`src/rtl/isr_pkg.sv`:
```
package isr_pkg;
  localparam int NUM_DMA    = 2;
  localparam int NUM_EXT    = 4;
  localparam int NUM_SLOTS  = 1 + NUM_DMA + NUM_EXT;
  localparam int TYPE_W     = 5;
  localparam int CMD_W      = 16;
  localparam int NSPEC_BIT  = 15;
  localparam int TIMER_TYPE = 8;
  localparam int DMA_BASE   = 10;
  localparam int EXT_BASE   = 12;

  typedef struct packed {
    logic [NUM_SLOTS-1:0] eoiClr;
    logic [NUM_SLOTS-1:0] grantSet;
  } ctrlStrobes_t;

  // Slot 0 is the timer group, followed by the DMA slots, then the external pins.
  function automatic logic [TYPE_W-1:0] slotType(input int slot);
    if (slot == 0)
      return TYPE_W'(TIMER_TYPE);
    else if (slot <= NUM_DMA)
      return TYPE_W'(DMA_BASE + slot - 1);
    else
      return TYPE_W'(EXT_BASE + slot - 1 - NUM_DMA);
  endfunction
endpackage

```
`src/rtl/isr_prio_pick.sv`:
```
module isr_prio_pick #(
  parameter int W  = 7,
  parameter int IW = (W > 1) ? $clog2(W) : 1
) (
  input  logic [W-1:0]  req,
  output logic [W-1:0]  oneHot,
  output logic [IW-1:0] idx,
  output logic          any
);
  // The lowest index wins: the loop runs downward so that it overwrites last.
  always_comb begin
    oneHot = '0;
    idx    = '0;
    any    = |req;
    for (int i = W - 1; i >= 0; i--) begin
      if (req[i]) begin
        oneHot    = '0;
        oneHot[i] = 1'b1;
        idx       = IW'(i);
      end
    end
  end
endmodule

```
`src/rtl/isr_ctrl.sv`:
```
module isr_ctrl
  import isr_pkg::*;
(
  input  logic                 clk,
  input  logic                 rstN,
  input  logic                 eoiWrite,
  input  logic [CMD_W-1:0]     eoiData,
  input  logic                 grant,
  input  logic [NUM_SLOTS-1:0] pend,
  input  logic [NUM_SLOTS-1:0] inSvc,
  output ctrlStrobes_t         strobes
);
  localparam int IW = (NUM_SLOTS > 1) ? $clog2(NUM_SLOTS) : 1;

  logic [NUM_SLOTS-1:0] svcHigh;
  logic [NUM_SLOTS-1:0] pendHigh;
  logic [NUM_SLOTS-1:0] typeMatch;
  logic [IW-1:0]        svcIdx;
  logic [IW-1:0]        pendIdx;
  logic                 svcAny;
  logic                 pendAny;
  logic                 unusedCtrl;

  assign unusedCtrl = ^{svcIdx, pendIdx, svcAny, eoiData[NSPEC_BIT-1:TYPE_W]};

  isr_prio_pick #(.W(NUM_SLOTS)) uSvcPick (
    .req(inSvc), .oneHot(svcHigh), .idx(svcIdx), .any(svcAny)
  );

  isr_prio_pick #(.W(NUM_SLOTS)) uPendPick (
    .req(pend), .oneHot(pendHigh), .idx(pendIdx), .any(pendAny)
  );

  always_comb begin
    for (int s = 0; s < NUM_SLOTS; s++)
      typeMatch[s] = (eoiData[TYPE_W-1:0] == slotType(s));
  end

  always_comb begin
    strobes.eoiClr = '0;
    if (eoiWrite) begin
      if (eoiData[NSPEC_BIT])
        strobes.eoiClr = svcHigh;
      else
        strobes.eoiClr = typeMatch & inSvc;
    end
    strobes.grantSet = (grant && pendAny) ? pendHigh : '0;
  end

  // a nonspecific command retires at most one service bit.
  a_r5_single_clear: assert property (@(posedge clk) disable iff (!rstN)
    $onehot0(strobes.eoiClr));

  // a grant moves at most one source.
  a_r4_single_grant: assert property (@(posedge clk) disable iff (!rstN)
    $onehot0(strobes.grantSet));

  // a specific clear touches only a bit that is in service.
  a_r6_clear_in_service: assert property (@(posedge clk) disable iff (!rstN)
    (strobes.eoiClr & ~inSvc) == '0);
endmodule

```
`src/rtl/isr_datapath.sv`:
```
module isr_datapath
  import isr_pkg::*;
#(
  parameter int NUM_TIMERS = 3
) (
  input  logic                  clk,
  input  logic                  rstN,
  input  logic [NUM_TIMERS-1:0] timerReq,
  input  logic [NUM_DMA-1:0]    dmaReq,
  input  logic [NUM_EXT-1:0]    extReq,
  input  ctrlStrobes_t          strobes,
  output logic [NUM_SLOTS-1:0]  pend,
  output logic [NUM_SLOTS-1:0]  inSvc,
  output logic [CMD_W-1:0]      pollStatus
);
  localparam int IW       = (NUM_SLOTS > 1) ? $clog2(NUM_SLOTS) : 1;
  localparam int DMA_LO   = 1;
  localparam int EXT_LO   = 1 + NUM_DMA;
  localparam int RSV_W    = CMD_W - 1 - TYPE_W;

  logic [NUM_SLOTS-1:0] reqVec;
  logic [NUM_SLOTS-1:0] pollOneHot;
  logic [IW-1:0]        pollIdx;
  logic                 pollAny;
  logic                 unusedDp;

  assign unusedDp = ^pollOneHot;

  always_comb begin
    reqVec = '0;
    reqVec[0] = |timerReq;
    reqVec[DMA_LO +: NUM_DMA] = dmaReq;
    reqVec[EXT_LO +: NUM_EXT] = extReq;
  end

  // The clear is ordered before the set, so a grant wins over a same-cycle clear.
  always_ff @(posedge clk) begin
    if (!rstN) begin
      pend  <= '0;
      inSvc <= '0;
    end else begin
      pend  <= (pend & ~strobes.grantSet) | reqVec;
      inSvc <= (inSvc & ~strobes.eoiClr) | strobes.grantSet;
    end
  end

  isr_prio_pick #(.W(NUM_SLOTS)) uPollPick (
    .req(pend), .oneHot(pollOneHot), .idx(pollIdx), .any(pollAny)
  );

  always_comb begin
    pollStatus = '0;
    if (pollAny)
      pollStatus = {1'b1, {RSV_W{1'b0}}, slotType(int'(pollIdx))};
  end

  a_r1_reset_clear: assert property (@(posedge clk) disable iff (!rstN)
    $rose(rstN) |-> (inSvc == '0 && pend == '0));

  a_r4_grant_lands: assert property (@(posedge clk) disable iff (!rstN)
    (strobes.grantSet != '0) |=> ((inSvc & $past(strobes.grantSet)) != '0));

  // a granted slot drops pending unless a fresh request came with it.
  a_r10_pend_retire: assert property (@(posedge clk) disable iff (!rstN)
    (strobes.grantSet != '0) |=> ((pend & $past(strobes.grantSet & ~reqVec)) == '0));

  a_r9_grant_beats_clear: assert property (@(posedge clk) disable iff (!rstN)
    ((strobes.grantSet & strobes.eoiClr) != '0) |=>
      ((inSvc & $past(strobes.grantSet)) != '0));

  a_r3_poll_range: assert property (@(posedge clk) disable iff (!rstN)
    pollStatus[CMD_W-1] |-> (pollStatus[TYPE_W-1:0] >= TYPE_W'(TIMER_TYPE)));

  a_r2_request_sticks: assert property (@(posedge clk) disable iff (!rstN)
    (reqVec != '0) |=> pollStatus[CMD_W-1]);
endmodule

```
`src/rtl/isr_tracker.sv`:
```
module isr_tracker
  import isr_pkg::*;
#(
  parameter int NUM_TIMERS = 3
) (
  input  logic                  clk,
  input  logic                  rstN,
  input  logic [NUM_TIMERS-1:0] timerReq,
  input  logic [1:0]            dmaReq,
  input  logic [3:0]            extReq,
  input  logic                  eoiWrite,
  input  logic [15:0]           eoiData,
  input  logic                  grant,
  output logic [6:0]            inService,
  output logic [15:0]           pollStatus
);
  ctrlStrobes_t         strobes;
  logic [NUM_SLOTS-1:0] pend;
  logic [NUM_SLOTS-1:0] inSvc;

  isr_ctrl uCtrl (
    .clk(clk), .rstN(rstN),
    .eoiWrite(eoiWrite), .eoiData(eoiData), .grant(grant),
    .pend(pend), .inSvc(inSvc), .strobes(strobes)
  );

  isr_datapath #(.NUM_TIMERS(NUM_TIMERS)) uDp (
    .clk(clk), .rstN(rstN),
    .timerReq(timerReq), .dmaReq(dmaReq), .extReq(extReq),
    .strobes(strobes), .pend(pend), .inSvc(inSvc), .pollStatus(pollStatus)
  );

  assign inService = inSvc;

  a_r8_empty_nonspec: assert property (@(posedge clk) disable iff (!rstN)
    (eoiWrite && eoiData[15] && inService == '0 && !grant) |=> (inService == '0));

  a_r7_unused_type: assert property (@(posedge clk) disable iff (!rstN)
    (eoiWrite && !eoiData[15] && (eoiData[4:0] < 5'd8 || eoiData[4:0] == 5'd9 ||
      eoiData[4:0] > 5'd15) && !grant) |=> $stable(inService));
endmodule

```
`config.mk`:
```
export PLATFORM = sky130hd
export DESIGN_NAME = isr_tracker
export DESIGN_NICKNAME = d
export VERILOG_FILES = /design/src/rtl/isr_pkg.sv /design/src/rtl/isr_prio_pick.sv /design/src/rtl/isr_ctrl.sv /design/src/rtl/isr_datapath.sv /design/src/rtl/isr_tracker.sv
export SDC_FILE = /design/constraint.sdc
export NUM_CORES = 1
export LEC_CHECK = 0
export BUFFER_PORTS_ARGS = -buffer_cell sky130_fd_sc_hd__buf_2
export CAP_MARGIN = 20
export CORE_MARGIN = 1.5
export CORE_UTILIZATION = 51
export CTS_CLUSTER_DIAMETER = 150
export CTS_CLUSTER_SIZE = 28
export DETAILED_ROUTE_END_ITERATION = 8
export GPL_ROUTABILITY_DRIVEN = 1
export GPL_TIMING_DRIVEN = 1
export HOLD_SLACK_MARGIN = 0.03
export PLACE_DENSITY = 0.82
export SLEW_MARGIN = 20
export SYNTH_ARGS = -nofsm -noshare
export SYNTH_HDL_FRONTEND = slang
export SYNTH_HIERARCHICAL = 1
export SYNTH_SLANG_ARGS = --single-unit
```
`constraint.sdc`:
```
create_clock -name clk -period 5.15 [get_ports clk]
set_input_delay 1.03 -clock clk [delete_from_list [all_inputs] [get_ports clk]]
set_output_delay 1.03 -clock clk [all_outputs]
set_load 0.005 [all_outputs]
```
Word-level counts from Yosys, hierarchy flattened

Index checks and enable logic that the tools add are counted.

Add/sub/neg operators: 5
Magnitude comparators: 1
Multipliers: 0
Shifts and indexed selects: 0
Reduce and logical (&&, ||, !) cells: 4
Bitwise gates (word level): 7
Divide/modulo/power cells: 0
Equal/unequal tests: 7
Mux-type cells: 27

Operators by type and width:

| operator                                                       | number |
|---|---|
| two-way mux 7 bit                                              | 17 |
| equality test 5 x 4 -> 1 bit, second input constant            | 7 |
| AND 7 bit                                                      | 3 |
| two-way mux 3 bit                                              | 7 |
| two-way mux 16 bit                                             | 1 |
| NOT 7 bit                                                      | 2 |
| OR 7 bit                                                       | 2 |
| adder 4 x 3 -> 5 bit, first input constant                     | 2 |
| two-way mux 5 bit                                              | 2 |
| subtractor 5 x 2 -> 5 bit, second input constant               | 2 |
| OR reduction 7 bit                                             | 1 |
| subtractor 5 x 3 -> 5 bit, second input constant               | 1 |
| less-or-equal comparator 3 x 2 -> 1 bit, second input constant | 1 |
| logical NOT 3 bit                                              | 1 |
| OR reduction 3 bit                                             | 1 |
| logical AND 1 bit                                              | 1 |

Memory bits (writable): 0
Latch bits: 0
Input port bits: 29
Memories: 0
Flip-flop bits (word level): 14
ROM bits: 0
Output and inout bits: 23

Depth between registers and ports, before layout

Depth after elaboration: 13
Mapped depth: 6
Depth with buffers taken out: 6

Modules after synthesis

The synthesis kept the hierarchy.

Modules (own cells, without submodules):

| module        | area each (µm²) | sequential area each (µm²) | instances | cells each |
|---|---|---|---|---|
| isr_datapath  | 656.9           | 280.3                      | 1         | 67 |
| isr_prio_pick | 118.9           | 0.0                        | 3         | 20 |
| isr_ctrl      | 187.7           | 0.0                        | 1         | 22 |

Worst setup path before layout

No wires, ideal clock.

Path type: register to output
From: register uDp.pend[1]
To: output pollStatus[2]
Slack: 2.611 ns
Cell stages (with the launch flop): 6
Arrival time: 1.509 ns
Data required time: 4.120 ns
Path buffers: 0
Path through: dfxtp_1 inv_1 a221oi_1 ha_1 ha_1 and3_1

Word-level cells in the longest chain between the ends: 8
Elaborated cells between the ends (all ways): 13
Classes of those cells: 5 x add/sub; 1 x order compare; 5 x mux; 2 x reduce/logical

Ends and longest elaborated chain:

| element                            | RTL line            | source |
|---|---|---|
| start, declared                    | isr_datapath.sv:12  | `output logic [NUM_SLOTS-1:0] pend,` |
| start signal, assigned             | isr_datapath.sv:42  | `pend <= (pend & ~strobes.grantSet) \| reqVec;` |
| two-way mux 3 bit (*) (2 in a row) | isr_prio_pick.sv:16 | `if (req[i]) begin` |
| net uDp.pollIdx[0]                 | isr_datapath.sv:23  | `logic [IW-1:0] pollIdx;` |
| adder 4 x 3 -> 5 bit               | isr_pkg.sv:24       | `return TYPE_W'(EXT_BASE + slot - 1 - NUM_DMA);` |
| subtractor 5 x 2 -> 5 bit          | isr_pkg.sv:24       |  |
| subtractor 5 x 3 -> 5 bit          | isr_pkg.sv:24       |  |
| two-way mux 5 bit                  | isr_pkg.sv:21       | `else if (slot <= NUM_DMA)` |
| two-way mux 5 bit (*)              | isr_pkg.sv:19       | `if (slot == 0)` |
| two-way mux 16 bit (*)             | isr_datapath.sv:53  | `if (pollAny)` |
| end, declared                      | isr_tracker.sv:15   | `output logic [15:0] pollStatus` |

The timed path passes the listed nets; every way through them passes the cells marked *.

Worst setup path in the final report

Ends and elaborated chain as after synthesis.

==> qor_table.md <==
| Step | Parameter | This run |
|---|---|---|
| clocking | Source-to-sink clock delay at the later pin of the worst-skew pair | 0.27 ns |
| placed design | Final weighted congestion in routability-driven placement | 0.8075 |
| drt | Met3 wire length | 83 um |
| final layout | Area occupied by multi-input gates | 698.2 um^2 |
| status | Status | complete, no violations |
| drt | WL met2 | 959 um |
| logic synthesis | Count of mapped cells out of synthesis | 129 |
| drt | Remaining antenna violation count after routing | 0 |
| final layout | Area grow syn2layout | 13.95% |
| worst hold path | Source of the worst hold timing path | uDp/inSvc[5] |
| clocking | CTS Buf Count | 3 |
| sta | Final critical-path share of the clock period | 0.5859 |
| power | Power Total | 0.2555 mW |
| drt | Top Layer Used | met4 |
| sta | Sum Neg Setup Slack | 0 ns |
| drt | Met1 WL | 1011 um |
| clocking | CTS root buf | clkbuf_4 |
| global routing | Number of antenna violations at the first check in global routing | 0 |
| worst hold path | Class of the tightest hold or removal check | flop to flop |
| logic synthesis | Count of warnings emitted by yosys | 6 |
| global routing | Global Route Usage Sum | 0.1826 |
| floorplan | Die Width | 48.94 um |
| floorplan | Standard-cell row count | 16 |
| logic synthesis | Post-Synthesis Cell Area | 0.001076 mm^2 |
| final layout | Most frequent cells in the layout | buf_2 (31), nor2b_1 (14), dfxtp_1 (14) |
| sta | Setup skew after layout | 0.001619 ns |
| worst hold path | Min-Delay Endpoint | uDp/inSvc[5] |
| worst setup path | FF-to-FF setup slack | 3.44 ns |
| drt | Drt first pass iters | 4 |
| clocking | TritonCTS clock tree | built |
| power | Power density normalized to cell area | 208.4 mW/mm^2 |
| sta | Max Clk Rate | 331.4 MHz |
| worst setup path | R2r endpoint | uDp/pend[6] |
| clocking | # clock sinks | 14 |
| floorplan | Starting utilization of the core area | 0.5429 |
| worst setup path | Depth of the worst register-to-register path | 5 |
| sta | Final Critical Period | 3.018 ns |
| global routing | Wire length of the first global-routing pass | 3553 um |
| clocking | Post-cts repair resize count | 0 |
| drt | Average routed wire per standard cell | 11.18 um |
| floorplan | Area inside the core boundary | 0.001982 mm^2 |
| floorplan | Count of boundary I/O pins | 52 |
| drt | DRC violation count after routing | 0 |
| drt | Number of DRC violations after detailed-routing iteration 0 | 12 |
| clocking | Htree depth | 1 |
| final layout | Most common cell after layout, fill and taps aside | buf_2 |
| logic synthesis | Mapped Avg Cell Area | 8.341 um^2 |
| worst setup path | Type of the worst setup path | flop to primary output |
| worst setup path | Worst setup SP type | flop |
| worst setup path | Type of element capturing the critical path | primary output |
| sta | Final setup violation count | 0 |
| placed design | HPWL Detailed | 1645 um |
| power | Worst supply voltage drop on vdd | 0.2088 mV |
| final layout | ANT cells | 0 |
| clocking | Cts-stage hold buffer count | 0 |
| global routing | Pin count of the biggest net entering global routing | 15 |
| floorplan | Die ar. | 0.002395 mm^2 |
| final layout | Register area | 280.3 um^2 |
| drt | Final wirelength | 2069 um |
| sta | Unrepaired setup endpoints after global routing | false |
| sta | Hold violation count in the final report | 0 |
| clocking | Clock-pin transition on the worst setup and hold timing paths | 0.08 ns |
| worst setup path | Critical path data arrival time | 1.99 ns |
| sta | Final Max Tran Viols | 0 |
| worst setup path | R2R Path Start | uDp/pend[0] |
| clocking | Clock tree buffer depth | 2 |
| drt | Vias per std cell | 5.259 |
| worst hold path | Cell count of the worst hold path | 2 |
| floorplan | Height of the die | 48.94 um |
| placed design | Quantity of I/O buffers inserted on ports | 31 |
| final layout | Post-layout nets | 191 |
| global routing | Via count of the first global-routing pass | 814 |
| final layout | Share of post-route cells with drive strength above 1 | 0.2342 |
| flow run | Max capacitance violation total | 0 |
| clocking | Post-CTS Setup Repair Bufs | 0 |
| power | LEAKAGE | 0.6128 nW |
| worst setup path | Peak fanout along the critical path | 11 |
| worst setup path | Required time at the worst-slack endpoint | 4.12 ns |
| global routing | Total grt overflow | 0 |
| final layout | Filler cell count | 178 |
| drt | Vias after detailed routing | 973 |
==> per-layer routing <==
| layer | vias to the layer above | track usage |
|---|---|---|
| li1 | 505 | - |
| met1 | 435 | 0.2486 |
| met2 | 31 | 0.3037 |
| met3 | 2 | 0.02761 |
| met4 | 0 | 0.04286 |
| met5 | - | 0 |
==> critical path, cell delays in order, from the launching register on <==
cell and delay [ns]:
dfxtp_1 0.50, inv_1 0.07, a221oi_1 0.45, ha_1 0.23, ha_1 0.22, and3_1 0.14, buf_2 0.12
==> power by group <==
part | internal [mW] | switching, mW
clock network | 0.0429 | 0.0343
registers | 0.114 | 0.0104
logic | 0.0285 | 0.0253
total | 0.186 | 0.0700
==> cell type report <==
cell class	count	area share
inverter	6	0.01837
multi-input combinational	103	0.5694
sequential	14	0.2286
clock buffer	4	0.02959
timing repair buffer	31	0.1265
tap	27	0.02755
==> worst max-delay path by stage <==
stage,startpoint,slack (ns),depth (start not counted),to
after floorplan,uDp/pend[1],2.68,5,pollStatus[2]
after global placement,uDp/pend[1],2.48,6,pollStatus[2]
after detailed placement,uDp/pend[1],2.43,7,pollStatus[0]
after CTS,uDp/pend[1],2.12,6,pollStatus[2]
after global routing,uDp/pend[1],1.93,7,pollStatus[0]
final,uDp/pend[1],2.13,6,pollStatus[2]
==> per-stage QoR <==
step | hold WS [ns] | worst slack [ns] | instance area (um^2) | util | instances
after floorplan | 0.5988 | 2.676 | 1110 | - | 138
after global placement | 0.6151 | 2.479 | 1190 | 0.6004 | 181
after detailed placement | 0.6482 | 2.429 | 1190 | 0.6004 | 181
after CTS | 0.6749 | 2.121 | 1226 | 0.6187 | 185
after global routing | 0.7075 | 1.935 | 1226 | 0.6187 | 185
final | 0.6645 | 2.132 | 1226 | 0.6187 | 185
==> flip-flops by register name, indices dropped and copies added, names as in the netlist <==
signal and cells:
uDp/pend 7, uDp/inSvc 7
Note: power is estimated with default switching activity, not from simulation.
